File: src/rtl/ser4_pkg.sv
// Package: shared types and helpers for the four-line serial port.
// Assumes an 8-bit host data path; word lengths 5..8 are encoded as 8-code.
package ser4_pkg;

    localparam int WORD_W = 8;

    localparam logic [1:0] ADDR_CTRL = 2'd0;
    localparam logic [1:0] ADDR_DATA = 2'd1;
    localparam logic [1:0] ADDR_STAT = 2'd2;

    // Control register layout; bit 0 is master, bit 7 is ready-auto.
    typedef struct packed {
        logic       rdy_auto;
        logic       sync_out;
        logic       edge_inv;
        logic [1:0] len_code;
        logic [1:0] rate;
        logic       master;
    } ser4_ctrl_t;

    // Number of bits in a word for a given length code.
    function automatic logic [3:0] word_len(input logic [1:0] code);
        return 4'd8 - {2'b00, code};
    endfunction

endpackage

File: src/rtl/ser4_clkgen.sv
// Module: shift-clock source and edge detector.
// Master: divides clk into a base clock while run is high; base idles low.
// Slave: synchronizes sck_i through SYNC_STAGES flops, then detects edges.
// Emits one-cycle strobes for the active (sample) and inactive (launch) edge.
// Assumes edge_inv and master stay constant during a transfer.
module ser4_clkgen #(
    parameter int HALF_BASE   = 2,
    parameter int MID_MUL     = 2,
    parameter int SLOW_MUL    = 8,
    parameter int SYNC_STAGES = 2
) (
    input  logic       clk,
    input  logic       rst_n,
    input  logic       master,
    input  logic [1:0] rate,
    input  logic       edge_inv,
    input  logic       run,
    input  logic       sck_i,
    output logic       sample_stb,
    output logic       launch_stb,
    output logic       sck_lvl
);
    localparam int HALF_FAST = HALF_BASE;
    localparam int HALF_MID  = HALF_BASE * MID_MUL;
    localparam int HALF_SLOW = HALF_BASE * SLOW_MUL;
    localparam int DIV_W     = $clog2(HALF_SLOW + 1);

    logic [DIV_W-1:0]       div_q;
    logic [DIV_W-1:0]       half_lim;
    logic                   bclk_q;
    logic [SYNC_STAGES-1:0] sync_q;
    logic                   prev_q;
    logic                   bclk_s;
    logic                   wrap;

    // Pick the half-period limit for the selected rate.
    always_comb begin
        case (rate)
            2'd0:    half_lim = DIV_W'(HALF_FAST - 1);
            2'd1:    half_lim = DIV_W'(HALF_MID - 1);
            default: half_lim = DIV_W'(HALF_SLOW - 1);
        endcase
    end

    assign wrap = master & run & (div_q == half_lim);

    // Master divider: count half periods and toggle the base clock.
    always_ff @(posedge clk) begin
        if (!rst_n) begin
            div_q  <= '0;
            bclk_q <= 1'b0;
        end else if (!master || !run) begin
            div_q  <= '0;
            bclk_q <= 1'b0;
        end else if (wrap) begin
            div_q  <= '0;
            bclk_q <= ~bclk_q;
        end else begin
            div_q  <= div_q + 1'b1;
        end
    end

    // Slave path: synchronizer chain and previous-level register.
    always_ff @(posedge clk) begin
        if (!rst_n) begin
            sync_q <= '0;
            prev_q <= 1'b0;
        end else begin
            sync_q <= {sync_q[SYNC_STAGES-2:0], sck_i};
            prev_q <= bclk_s;
        end
    end

    assign bclk_s = sync_q[SYNC_STAGES-1] ^ edge_inv;

    // Strobe selection for the active role.
    always_comb begin
        if (master) begin
            sample_stb = wrap & ~bclk_q;
            launch_stb = wrap &  bclk_q;
        end else begin
            sample_stb =  bclk_s & ~prev_q;
            launch_stb = ~bclk_s &  prev_q;
        end
    end

    assign sck_lvl = bclk_q ^ edge_inv;

    // the master base clock is low whenever no transfer runs.
    p_master_idle_r2: assert property (@(posedge clk) disable iff (!rst_n)
        (master && !run) |-> !bclk_q);

endmodule

File: src/rtl/ser4_shifter.sv
// Module: word shifter with bit counter and output timing select.
// Loads the transmit word left-aligned so bit L-1 leaves first, shifts sdi in
// on each sample strobe, and ends a master word on the launch edge after the
// L-th sample, or a slave word on the L-th sample itself.
// Assumes the length code stays constant during a transfer.
module ser4_shifter
    import ser4_pkg::*;
(
    input  logic              clk,
    input  logic              rst_n,
    input  logic              load,
    input  logic [WORD_W-1:0] tx_data,
    input  logic [1:0]        len_code,
    input  logic              sync_out,
    input  logic              master,
    input  logic              sample_stb,
    input  logic              launch_stb,
    input  logic              sdi,
    output logic              busy,
    output logic              sdo,
    output logic              done_pulse,
    output logic [WORD_W-1:0] rx_word
);
    logic [3:0]        len;
    logic [WORD_W-1:0] mask;
    logic [WORD_W-1:0] load_word;
    logic [WORD_W-1:0] sr_q;
    logic [WORD_W-1:0] sr_nxt;
    logic [3:0]        cnt_q;
    logic              busy_q;
    logic              out_q;
    logic [WORD_W-1:0] rx_q;
    logic              finish_m;
    logic              finish_s;

    assign len       = word_len(len_code);
    assign mask      = WORD_W'((16'd1 << len) - 16'd1);
    assign load_word = tx_data << (4'd8 - len);
    assign sr_nxt    = {sr_q[WORD_W-2:0], sdi};

    assign finish_m   = busy_q &  master & launch_stb & (cnt_q == len);
    assign finish_s   = busy_q & ~master & sample_stb & (cnt_q == len - 4'd1);
    assign done_pulse = finish_m | finish_s;

    // Shift, count and end-of-word capture.
    always_ff @(posedge clk) begin
        if (!rst_n) begin
            sr_q   <= '0;
            cnt_q  <= '0;
            busy_q <= 1'b0;
            out_q  <= 1'b0;
            rx_q   <= '0;
        end else if (load) begin
            sr_q   <= load_word;
            cnt_q  <= '0;
            busy_q <= 1'b1;
            out_q  <= load_word[WORD_W-1];
        end else if (busy_q) begin
            if (sample_stb && (cnt_q < len)) begin
                sr_q  <= sr_nxt;
                cnt_q <= cnt_q + 4'd1;
            end
            if (launch_stb) begin
                out_q <= sr_q[WORD_W-1];
            end
            if (done_pulse) begin
                busy_q <= 1'b0;
                rx_q   <= (master ? sr_q : sr_nxt) & mask;
            end
        end
    end

    assign busy    = busy_q;
    assign sdo     = sync_out ? out_q : sr_q[WORD_W-1];
    assign rx_word = rx_q;

    // the bit counter never passes the word length.
    p_count_bound_r3: assert property (@(posedge clk) disable iff (!rst_n)
        busy_q |-> (cnt_q <= len));

    // a load starts a transfer.
    p_load_busy_r3: assert property (@(posedge clk) disable iff (!rst_n)
        load |=> busy_q);

    // the end of a word leaves the shifter idle.
    p_done_idle_r8: assert property (@(posedge clk) disable iff (!rst_n)
        done_pulse |=> !busy_q);

endmodule

File: src/rtl/ser4_regs.sv
// Module: host register file.
// Holds the control word, ready-line software bits, the done and overrun
// flags, and forms the read mux. A transmit write while idle becomes a load
// strobe; while busy it only sets overrun. Flag set wins over clear.
module ser4_regs
    import ser4_pkg::*;
(
    input  logic              clk,
    input  logic              rst_n,
    input  logic              wr_en,
    input  logic [1:0]        wr_addr,
    input  logic [WORD_W-1:0] wr_data,
    input  logic [1:0]        rd_addr,
    input  logic              busy,
    input  logic              done_pulse,
    input  logic [WORD_W-1:0] rx_word,
    input  logic              rdy_pin,
    output ser4_ctrl_t        ctrl,
    output logic              rdy_val,
    output logic              rdy_drive,
    output logic              load,
    output logic              done_flag,
    output logic [WORD_W-1:0] rd_data
);
    ser4_ctrl_t ctrl_q;
    logic       rdy_val_q;
    logic       rdy_drive_q;
    logic       done_q;
    logic       ovr_q;
    logic       tx_wr;
    logic       stat_wr;

    assign tx_wr   = wr_en & (wr_addr == ADDR_DATA);
    assign stat_wr = wr_en & (wr_addr == ADDR_STAT);
    assign load    = tx_wr & ~busy;

    // Control and ready software bits.
    always_ff @(posedge clk) begin
        if (!rst_n) begin
            ctrl_q      <= '0;
            rdy_val_q   <= 1'b0;
            rdy_drive_q <= 1'b0;
        end else if (wr_en && (wr_addr == ADDR_CTRL)) begin
            ctrl_q <= ser4_ctrl_t'(wr_data);
        end else if (stat_wr) begin
            rdy_val_q   <= wr_data[0];
            rdy_drive_q <= wr_data[1];
        end
    end

    // Sticky done and overrun flags, write-1-to-clear.
    always_ff @(posedge clk) begin
        if (!rst_n) begin
            done_q <= 1'b0;
            ovr_q  <= 1'b0;
        end else begin
            if (done_pulse)                done_q <= 1'b1;
            else if (stat_wr && wr_data[2]) done_q <= 1'b0;
            if (tx_wr && busy)             ovr_q <= 1'b1;
            else if (stat_wr && wr_data[3]) ovr_q <= 1'b0;
        end
    end

    // Read mux.
    always_comb begin
        case (rd_addr)
            ADDR_CTRL: rd_data = ctrl_q;
            ADDR_DATA: rd_data = rx_word;
            ADDR_STAT: rd_data = {2'b00, rdy_pin, busy, ovr_q, done_q,
                                  rdy_drive_q, rdy_val_q};
            default:   rd_data = '0;
        endcase
    end

    assign ctrl      = ctrl_q;
    assign rdy_val   = rdy_val_q;
    assign rdy_drive = rdy_drive_q;
    assign done_flag = done_q;

    // a transmit write during a transfer raises overrun.
    p_overrun_set_r9: assert property (@(posedge clk) disable iff (!rst_n)
        (tx_wr && busy) |=> ovr_q);

    // the end of a word raises the done flag.
    p_done_flag_r8: assert property (@(posedge clk) disable iff (!rst_n)
        done_pulse |=> done_q);

endmodule

File: src/rtl/ser4_port.sv
// Module: top of the four-line serial port.
// Ties the register file, clock source and shifter together and forms the
// line enables and the ready-line output. Pad drivers are outside.
module ser4_port
    import ser4_pkg::*;
#(
    parameter int HALF_BASE   = 2,
    parameter int MID_MUL     = 2,
    parameter int SLOW_MUL    = 8,
    parameter int SYNC_STAGES = 2
) (
    input  logic       clk,
    input  logic       rst_n,
    input  logic       wr_en,
    input  logic [1:0] wr_addr,
    input  logic [7:0] wr_data,
    input  logic [1:0] rd_addr,
    output logic [7:0] rd_data,
    input  logic       sck_i,
    output logic       sck_o,
    output logic       sck_oe,
    output logic       sdo,
    input  logic       sdi,
    input  logic       rdy_i,
    output logic       rdy_o,
    output logic       rdy_oe,
    output logic       irq
);
    ser4_ctrl_t        ctrl;
    logic              rdy_val;
    logic              rdy_drive;
    logic              load;
    logic              done_flag;
    logic              busy;
    logic              done_pulse;
    logic [WORD_W-1:0] rx_word;
    logic              sample_stb;
    logic              launch_stb;
    logic              sck_lvl;
    logic              rdy_auto_on;

    ser4_regs i_regs (
        .clk        (clk),
        .rst_n      (rst_n),
        .wr_en      (wr_en),
        .wr_addr    (wr_addr),
        .wr_data    (wr_data),
        .rd_addr    (rd_addr),
        .busy       (busy),
        .done_pulse (done_pulse),
        .rx_word    (rx_word),
        .rdy_pin    (rdy_i),
        .ctrl       (ctrl),
        .rdy_val    (rdy_val),
        .rdy_drive  (rdy_drive),
        .load       (load),
        .done_flag  (done_flag),
        .rd_data    (rd_data)
    );

    ser4_clkgen #(
        .HALF_BASE   (HALF_BASE),
        .MID_MUL     (MID_MUL),
        .SLOW_MUL    (SLOW_MUL),
        .SYNC_STAGES (SYNC_STAGES)
    ) i_clkgen (
        .clk        (clk),
        .rst_n      (rst_n),
        .master     (ctrl.master),
        .rate       (ctrl.rate),
        .edge_inv   (ctrl.edge_inv),
        .run        (busy),
        .sck_i      (sck_i),
        .sample_stb (sample_stb),
        .launch_stb (launch_stb),
        .sck_lvl    (sck_lvl)
    );

    ser4_shifter i_shifter (
        .clk        (clk),
        .rst_n      (rst_n),
        .load       (load),
        .tx_data    (wr_data),
        .len_code   (ctrl.len_code),
        .sync_out   (ctrl.sync_out),
        .master     (ctrl.master),
        .sample_stb (sample_stb),
        .launch_stb (launch_stb),
        .sdi        (sdi),
        .busy       (busy),
        .sdo        (sdo),
        .done_pulse (done_pulse),
        .rx_word    (rx_word)
    );

    // Ready line: automatic busy indication in master mode, else software.
    assign rdy_auto_on = ctrl.master & ctrl.rdy_auto;
    assign rdy_o       = rdy_auto_on ? busy : rdy_val;
    assign rdy_oe      = rdy_auto_on | rdy_drive;

    assign sck_o  = sck_lvl;
    assign sck_oe = ctrl.master;
    assign irq    = done_flag;

endmodule

File: config.mk
export PLATFORM = sky130hd
export DESIGN_NAME = ser4_port
export DESIGN_NICKNAME = d
export VERILOG_FILES = /design/src/rtl/ser4_pkg.sv /design/src/rtl/ser4_clkgen.sv /design/src/rtl/ser4_shifter.sv /design/src/rtl/ser4_regs.sv /design/src/rtl/ser4_port.sv
export SDC_FILE = /design/constraint.sdc
export NUM_CORES = 1
export LEC_CHECK = 0
export BUFFER_PORTS_ARGS = -buffer_cell sky130_fd_sc_hd__buf_2
export CAP_MARGIN = 20
export CORE_AREA = 2 2 66 93
export CTS_BUF_LIST = sky130_fd_sc_hd__clkbuf_4
export CTS_CLUSTER_DIAMETER = 50
export DETAILED_ROUTE_END_ITERATION = 16
export DIE_AREA = 0 0 68 95
export PLACE_DENSITY = 0.69
export SYNTH_ARGS = -nofsm -noshare
export SYNTH_HDL_FRONTEND = slang
export SYNTH_SLANG_ARGS = --single-unit
File: constraint.sdc
create_clock -name clk -period 4.2 [get_ports clk]
set_clock_uncertainty 0.2 [all_clocks]
set_input_delay 0.84 -clock clk [delete_from_list [all_inputs] [get_ports clk]]
set_output_delay 0.84 -clock clk [all_outputs]
set_load 0.02 [all_outputs]
# After elaboration in Yosys (flattened, before gate mapping)

Cells that the tools add are included.

Bits in registers: 43
Bits of input ports: 18
Logic and storage cells: 108

Add/subtract/negate cells: 6
Magnitude comparators: 1
Eq/ne operators: 8
Shift operators: 2
Muxes and demuxes: 20
Bitwise gates (word level): 28
Reduce and logical (&&, ||, !) cells: 24

Operators by type and width:

| kind                                                | count |
|---|---|
| 2-to-1 mux 8 bit                                    | 4 |
| case mux 8 bit (3 select lines)                     | 1 |
| bitwise AND 1 bit                                   | 15 |
| 2-to-1 mux 1 bit                                    | 14 |
| nonzero test 2 bit                                  | 5 |
| bitwise AND 8 bit                                   | 1 |
| equality test 4 bit                                 | 2 |
| inverter 1 bit                                      | 8 |
| case mux 4 bit (2 select lines)                     | 1 |
| AND reduction 2 bit                                 | 4 |
| left shift 1 x 4 -> 8 bit, first input constant     | 1 |
| left shift 8 x 4 -> 8 bit                           | 1 |
| subtractor 8 x 1 -> 8 bit, second input constant    | 1 |
| equality test 2 x 1 -> 1 bit, second input constant | 3 |
| logical NOT 2 bit                                   | 3 |
| adder 5 x 1 -> 5 bit, second input constant         | 1 |
| equality test 5 x 4 -> 1 bit                        | 1 |
| logical AND 1 bit                                   | 5 |
| adder 4 x 1 -> 4 bit, second input constant         | 1 |
| equality test 2 bit, second input constant          | 2 |
| < comparator 4 bit                                  | 1 |
| OR reduction 2 bit                                  | 2 |
| subtractor 4 x 1 -> 4 bit, second input constant    | 1 |
| subtractor 4 x 2 -> 4 bit, first input constant     | 1 |
| 7 further kinds                                     | 10 |

# Depth between registers and ports, before layout

Gate-level depths: netlist (run 1).

Depth in word-level cells: 12
Gate-level depth with buffers: 11
Gate-level depth less buffers: 9

# Cells and area by module

From an unflattened synthesis (run 1), not the netlist that was laid out.

Cell total of the unflattened synthesis: 310
Area total of the unflattened synthesis: 2723.9 um^2

Modules (own cells, without submodules):

| module       | instances | cells an instance | area each (um^2) | seq. area each (um^2) |
|---|---|---|---|---|
| ser4_shifter | 1         | 195               | 1626.6           | 440.4 |
| ser4_regs    | 1         | 70                | 671.9            | 240.2 |
| ser4_clkgen  | 1         | 42                | 400.4            | 180.2 |
| ser4_port    | 1         | 3                 | 25.0             | 0.0 |

# Least setup slack after synthesis (run 1)

OpenSTA, ideal clock, no wires.

Kind: reg-to-reg
Start point: register i_regs.ctrl_q, in the netlist i_regs.ctrl[3]
End point: register i_shifter.sr_q[0]
Data arrival time: 2.828 ns
Data required time: 3.866 ns
Setup slack: 1.038 ns
Stages on the path, launching flop included: 12
Path through: dfxtp_1 -> clkbuf_1 -> clkinv_1 -> ha_1 -> inv_1 -> ha_1 -> nor2b_1 -> o211ai_1 -> clkbuf_1 -> nand3_1 -> o311ai_0 -> a211oi_1

Longest elaborated chain between the ends: 5

Ends and longest elaborated chain:

| item                                                                     | RTL line           | RTL |
|---|---|---|
| from (decl)                                                              | ser4_regs.sv:25    | `ser4_ctrl_t ctrl_q;` |
| from (signal assigned)                                                   | ser4_regs.sv:44    | `ctrl_q <= ser4_ctrl_t'(wr_data);` |
| subtractor 4 x 2 -> 4 bit (*)                                            | ser4_pkg.sv:23     | `return 4'd8 - {2'b00, code};` |
| parallel branches: the longest is 4 deep, another holds subtractor 4 bit | n/a                |  |
| to (signal assigned)                                                     | ser4_shifter.sv:54 | `sr_q <= load_word;` |
| to (signal assigned)                                                     | ser4_shifter.sv:60 | `sr_q <= sr_nxt;` |
| to (decl)                                                                | ser4_shifter.sv:27 | `logic [WORD_W-1:0] sr_q;` |

Mark *: on every way between the ends.
A chain may end at the register's enable or synchronous reset.

# Final worst setup path (run 1)

Start point: register i_regs.ctrl_q, in the netlist i_regs.ctrl[3]
End point: register i_shifter.cnt_q[3]

Longest elaborated chain between the ends: 4

Ends and longest elaborated chain:

| item                                 | RTL line           | RTL |
|---|---|---|
| subtractor 4 x 2 -> 4 bit            | ser4_pkg.sv:23     |  |
| < comparator 4 bit                   | ser4_shifter.sv:59 | `if (sample_stb && (cnt_q < len)) begin` |
| logical AND 1 bit                    | ser4_shifter.sv:59 |  |
| AND reduction 2 bit (no source line) | n/a                |  |
| to (signal assigned)                 | ser4_shifter.sv:61 | `cnt_q <= cnt_q + 4'd1;` |
| to (decl)                            | ser4_shifter.sv:29 | `logic [3:0] cnt_q;` |

Every way passes these cells.

==> flow_summary_export.csv, run 1 <==
group,metric,value,unit
run_status,outcome,"completed",
synthesis,synth_flop_cell,"dfxtp_1",
drt,drt_iter0_drc,115,
global_routing,grt_max_degree,44,
cts,ctsHoldBuffers,0,
finish,fillers,571,
drt,ant_nets,0,
sta,setup_viol,0,
drt,wl_per_cell,16.2,µm
synthesis,synth-edff-count,0,
placed_design,place_inst,402,
cts,clkTransAtPathRegs,140,ps
cts,cts_root_buf,"clkbuf_4",
sta,layout_setup_ws,429,ps
synthesis,syn_area_per_cell,8.56,µm²
sta,slew_viol_final,0,
finish,layout_common_cells,"dfxtp_1 (43), mux2i_1 (32), buf_2 (31), nand2_1 (27), nor2_1 (25)",
global_routing,antenna_found_initial,0,
power,intPower,590,µW
cts,cts_resized,0,
drt,num_vias,2364,
drt,wl_met2,3320,µm
synthesis,synth_cell_types,55,
sta,max_slew_margin,25.2,%
drt,viasPerCell,5.77,
run,drv_cap,0,
floorplan,rows,33,
global_routing,grt_pass1_wl,10800,µm
sta,tightest_slew,1120,ps
power,vdd_drop_max,0.193,mV
synthesis,yosys_warnings,0,
cts,postCtsSetupRepairBufs,0,
cts,clock_latency,370,ps
finish,layout.nets,371,
power,seq_power_share,53.5,%
placed_design,dp_hpwl,4970,µm
synthesis,yosysSeqAreaShare,31.3,%
worst_setup_path,crit_path_max_fanout,12,
finish,synthToLayoutAreaGrowth,8.15,%
power,powerDensity,274,nW/µm²
global_routing,grt_usage,22.1,%
worst_setup_path,end_kind,"register",
worst_setup_path,crit_path_start_kind,"register",
drt,wirelength,6650,µm
floorplan,die_w,68,µm
cts,clock_path_buffers,2,
sta,finalHoldViolCount,0,
floorplan,pin_count,32,
floorplan,chipHeight,95,µm
synthesis,synth-seq-cells,43,
floorplan,core,5700,µm²
cts,htree_levels,2,
cts,cts_tree,"done",
drt,firstDrtPassIters,4,
cts,cts_buffers,5,
worst_setup_path,required,4310,ps
placed_design,pre_cts_slack,485,ps
sta,fmax,265,MHz
global_routing,grt_pass1_vias,2199,
power,p_leak,0.00118,µW
sta,min_period_over_period,89.8,%
synthesis,syn_area,2750,µm²
finish,layout-drive-gt1-share,16.2,%
floorplan,die-area,6460,µm²
sta,rsz0062_at_grt,"no",
drt,drc_errors,0,
power,p_comb_share,14.0,%
worst_setup_path,critPathLaunch,"i_regs.ctrl[3]$_SDFFE_PN0P_",
global_routing,grt_overflow,0,
worst_setup_path,reg2reg_depth,9,
finish,seq_area,861,µm²
synthesis,syn_inst,321,
cts,clock-sinks,43,
sta,period_needed,3770,ps
placed_design,globalplace.congestion,0.927,
worst_setup_path,ff2ff_setup_slack,430,ps
finish,mostFrequentLayoutCell,"dfxtp_1",
hold_path,min_path_type,"register to register",
finish,fin_cells,410,
finish,final_core_util,52.2,%
finish,postLayoutCellArea,2970,µm²
power,swShare,27.6,%
placed_design,place_area,2900,µm²
finish,diodes,0,
sta,setup_tns,0,ps
drt,top_layer,"met4",
synthesis,async_flop_share,0,%
placed_design,portBuffers,31,
power,p_sw,225,µW
worst_setup_path,critPathKind,"register to register",
power,clkPwrFrac,32.5,%
worst_setup_path,crit_path_end,"i_shifter.cnt_q[3]$_SDFFE_PP0P_",
worst_setup_path,r2r-start,"i_regs.ctrl[3]$_SDFFE_PN0P_",
drt,dr_wl_met3,259,µm
worst_setup_path,reg2reg_to,"i_shifter.cnt_q[3]$_SDFFE_PP0P_",
drt,wl_met1,2960,µm
floorplan,initial_core_util,48.2,%
worst_setup_path,critPathArrivalTime,3890,ps
finish,multiInputGateArea,1760,µm²
==> power groups by stage <==
| stage | logic, µW | clock network, µW | registers (µW) |
|---|---|---|---|
| global placement | 111 | 0 | 445 |
| CTS | 113 | 267 | 436 |
| floorplan | 86.2 | 0 | 437 |
| global route | 126 | 285 | 439 |
| detailed placement | 112 | 0 | 445 |
| finish | 114 | 265 | 436 |
==> Yosys cell counts (5+ instances only) <==
master / instances / share of area (%)
nor2_1: 25 / 3.4
nand3_1: 15 / 2.7
inv_1: 7 / 0.96
mux2_2: 8 / 3.3
o211a_1: 5 / 1.8
nor2b_1: 15 / 3.4
nor3_1: 7 / 1.3
clkbuf_1: 16 / 2.2
dfxtp_1: 43 / 31
ha_1: 14 / 6.4
mux2i_1: 32 / 12
nand2_1: 27 / 3.7
a211oi_1: 7 / 1.9
o21ai_0: 20 / 3.6
a21oi_1: 12 / 2.2
==> per-layer routing <==
layer  GRT usage, %  vias up
li1               -     1189
met1           28.0     1099
met2           37.4       64
met3           3.58       12
met4           7.17        0
met5              0        -
==> through the flow <==
| step | total power [µW] | hold slack [ps] |
|---|---|---|
| after floorplan | 523 | 212 |
| after CTS | 817 | 257 |
| after detailed placement | 558 | 227 |
| after global placement | 556 | 218 |
| final | 815 | 251 |
| after global routing | 850 | 275 |
==> state kept, by name, indices dropped and copies added, names as in the netlist, 2 cells and up <==
register,cells
i_clkgen.sync_q,2
i_shifter.rx_word,8
i_shifter.cnt_q,4
i_shifter.sr_q,8
i_clkgen.div_q,5
i_regs.ctrl,8
==> cells by family (layout without fill, tap and decap cells) <==
group	count (synthesis)	in the layout	share of synthesized area, %
AOI/OAI and AO/OA	66	66	16.2
xor gates and xnor gates	8	8	2.55
adders and majority gates	14	14	6.37
buffers and inverters	29	47	4.96
DFF	43	43	31.3
muxes	41	41	15.7
other	1	2	0.136
and+or+nand+nor	119	119	22.7
==> how the worst min path moves through the flow <==
stage / startpoint / cells past startpoint / to
floorplan: i_clkgen.sync_q[0]$_SDFF_PN0_ / 1 / i_clkgen.sync_q[1]$_SDFF_PN0_
global placement: i_clkgen.sync_q[0]$_SDFF_PN0_ / 1 / i_clkgen.sync_q[1]$_SDFF_PN0_
detailed placement: i_clkgen.sync_q[0]$_SDFF_PN0_ / 1 / i_clkgen.sync_q[1]$_SDFF_PN0_
CTS: i_clkgen.sync_q[0]$_SDFF_PN0_ / 1 / i_clkgen.sync_q[1]$_SDFF_PN0_
global route: i_clkgen.sync_q[0]$_SDFF_PN0_ / 1 / i_clkgen.sync_q[1]$_SDFF_PN0_
finish: i_clkgen.sync_q[0]$_SDFF_PN0_ / 1 / i_clkgen.sync_q[1]$_SDFF_PN0_
==> cell type report <==
cell class	instances	share of cell area [%]
multi-input cells	250	59.3
flip-flops and latches	43	29.0
repair buffers	31	5.22
well taps	70	2.95
clock inverters	3	1.30
clock buffers	5	1.26
inverters	8	1.01
==> worst max-delay path, stage by stage, from the launching register on <==
cell and delay [ps]:
dfxtp_1 620, clkinv_1 400, ha_1 400, inv_1 40
ha_1 270, nor2b_1 130, o211ai_1 640, nand2_1 390
or4_1 490, a21oi_1 140
Power figures use the tool's default switching activity.
==> inputs of run 2 (changes only) <==
--- a/config.mk
+++ b/config.mk
@@ -7,12 +7,12 @@
 export LEC_CHECK = 0
 export BUFFER_PORTS_ARGS = -buffer_cell sky130_fd_sc_hd__buf_2
 export CAP_MARGIN = 20
-export CORE_AREA = 2 2 66 93
+export CORE_AREA = 2 2 89 70
 export CTS_BUF_LIST = sky130_fd_sc_hd__clkbuf_4
 export CTS_CLUSTER_DIAMETER = 50
 export DETAILED_ROUTE_END_ITERATION = 16
-export DIE_AREA = 0 0 68 95
-export PLACE_DENSITY = 0.69
+export DIE_AREA = 0 0 91 72
+export PLACE_DENSITY = 0.68
 export SYNTH_ARGS = -nofsm -noshare
 export SYNTH_HDL_FRONTEND = slang
 export SYNTH_SLANG_ARGS = --single-unit
==> flow_summary_export.csv, run 2 (same netlist as run 1, synthesis figures left out) <==
group,metric,value,unit
run_status,outcome,"completed",
worst_setup_path,reg2reg_to,"i_shifter.cnt_q[3]$_SDFFE_PP0P_",
finish,layout_common_cells,"dfxtp_1 (43), mux2i_1 (32), buf_2 (31), nand2_1 (27), nor2_1 (25)",
global_routing,grt.busiest_layer,"met1",
worst_setup_path,reg2reg_depth,9,
cts,cts_root_buf,"clkbuf_4",
run,drv_cap,0,
placed_design,dp_hpwl,4880,µm
hold_path,min_to,"i_clkgen.sync_q[1]$_SDFF_PN0_",
hold_path,holdCritStartpoint,"i_clkgen.sync_q[0]$_SDFF_PN0_",
sta,max_slew_margin,39.8,%
worst_setup_path,end_kind,"register",
cts,clock_path_buffers,2,
cts,clock-sinks,43,
global_routing,grt_max_degree,44,
floorplan,core,5650,µm²
worst_setup_path,critPathArrivalTime,3940,ps
global_routing,grt_overflow,0,
cts,cts_tree,"done",
hold_path,holdPathStages,1,
floorplan,pin_count,32,
drt,drc_errors,0,
cts,htree_levels,2,
worst_setup_path,crit_path_start_kind,"register",
cts,clock_latency,370,ps
floorplan,chipHeight,72,µm
finish,diodes,0,
sta,fmax,261,MHz
sta,slew_viol_final,0,
sta,min_period_over_period,91.3,%
global_routing,grtUsageMet3,3.74,%
finish,fillers,542,
global_routing,grt_usage,21.3,%
sta,rsz0062_at_grt,"no",
placed_design,portBuffers,31,
floorplan,die_w,91,µm
floorplan,rows,24,
drt,wl_per_cell,16.1,µm
finish,postLayoutCellArea,3020,µm²
worst_setup_path,r2r-start,"i_regs.ctrl[3]$_SDFFE_PN0P_",
global_routing,grt_pass1_wl,11100,µm
power,p_leak,0.00120,µW
global_routing,grt_pass1_vias,2197,
global_routing,use_met2,31.3,%
drt,viasPerCell,5.64,
finish,synthToLayoutAreaGrowth,9.97,%
power,powerDensity,295,nW/µm²
cts,cts_buffers,5,
cts,clkTransAtPathRegs,140,ps
cts,postCtsSetupRepairBufs,0,
hold_path,min_path_type,"register to register",
floorplan,initial_core_util,48.7,%
sta,setup_tns,0,ps
sta,finalHoldViolCount,0,
worst_setup_path,critPathKind,"register to register",
drt,drt_iter0_drc,187,
sta,setup_viol,0,
worst_setup_path,required,4300,ps
finish,layout-drive-gt1-share,16.7,%
drt,wirelength,6740,µm
sta,period_needed,3830,ps
worst_setup_path,ff2ff_setup_slack,370,ps
drt,firstDrtPassIters,4,
finish,layout.nets,372,
cts,ctsHoldBuffers,0,
global_routing,antenna_found_initial,0,
placed_design,place_area,2910,µm²
cts,cts_resized,0,
finish,mostFrequentLayoutCell,"dfxtp_1",
worst_setup_path,crit_path_max_fanout,12,
floorplan,die-area,6550,µm²
placed_design,globalplace.congestion,0.864,
drt,ant_nets,0,
drt,num_vias,2364,
sta,tightest_slew,902,ps
power,vdd_drop_max,0.131,mV
global_routing,met1_usage,31.8,%
run 2: cell count changes in the layout (fill, tap and decap cells not counted):
cell,delta
clkinv_2,-1
clkinv_1,-1
buf_6,+1
clkbuf_4,+1
bufinv_16,+1
run 2: area by class of cell:
cell class                      count  area [µm²]  area share [%]
Clock buffer                        6        45.0            1.49
Sequential cell                    43         861            28.5
Tap cell                           78        97.6            3.23
Inverter                            8        30.0           0.993
Clock inverter                      2        60.1            1.99
Timing Repair Buffer               32         166            5.50
Multi-Input combinational cell    250        1760            58.3
run 2: routing by layer:
| metal | wire (µm) | vias to the layer above |
|---|---|---|
| met5 | 0 | - |
| met4 | 91 | 0 |
| met3 | 273 | 7 |
| met2 | 2870 | 63 |
| met1 | 3510 | 1112 |
| li1 | - | 1182 |
run 2: how the worst max path moves through the flow:
stage | endpoint | startpoint | cells past startpoint | slack [ps]
after floorplan | i_shifter.sr_q[0]$_SDFFE_PN0P_ | i_regs.ctrl[3]$_SDFFE_PN0P_ | 11 | 1040
final | i_shifter.cnt_q[3]$_SDFFE_PP0P_ | i_regs.ctrl[3]$_SDFFE_PN0P_ | 9 | 370
after global routing | i_shifter.cnt_q[3]$_SDFFE_PP0P_ | i_regs.ctrl[3]$_SDFFE_PN0P_ | 9 | 40
after global placement | i_shifter.cnt_q[3]$_SDFFE_PP0P_ | i_regs.ctrl[3]$_SDFFE_PN0P_ | 9 | 650
after detailed placement | i_shifter.cnt_q[3]$_SDFFE_PP0P_ | i_regs.ctrl[3]$_SDFFE_PN0P_ | 9 | 470
after CTS | i_shifter.cnt_q[3]$_SDFFE_PP0P_ | i_regs.ctrl[3]$_SDFFE_PN0P_ | 9 | 440
run 2: metrics by stage:
| step | hold slack, ps | worst slack [ps] | utilization [%] | instances | power, µW |
|---|---|---|---|---|---|
| after floorplan | 212 | 1040 | - | 322 | 523 |
| after global placement | 225 | 653 | 51.5 | 410 | 556 |
| after detailed placement | 220 | 466 | 51.5 | 410 | 557 |
| after CTS | 253 | 440 | 53.3 | 418 | 890 |
| after global routing | 290 | 40.7 | 53.5 | 419 | 931 |
| final | 251 | 365 | 53.5 | 419 | 891 |
run 2: critical path: stages, from the launching register on:
cell and delay (ps):
dfxtp_1 640, clkinv_1 430, ha_1 410, inv_1 40, ha_1 270, nor2b_1 130
o211ai_1 640, nand2_1 380, or4_1 480, a21oi_1 140
run 2: power by group:
group / total, µW / internal [µW] / switching [µW]
clock network: 340 / 192 / 148
registers: 436 / 419 / 17.1
logic: 115 / 48.3 / 66.6
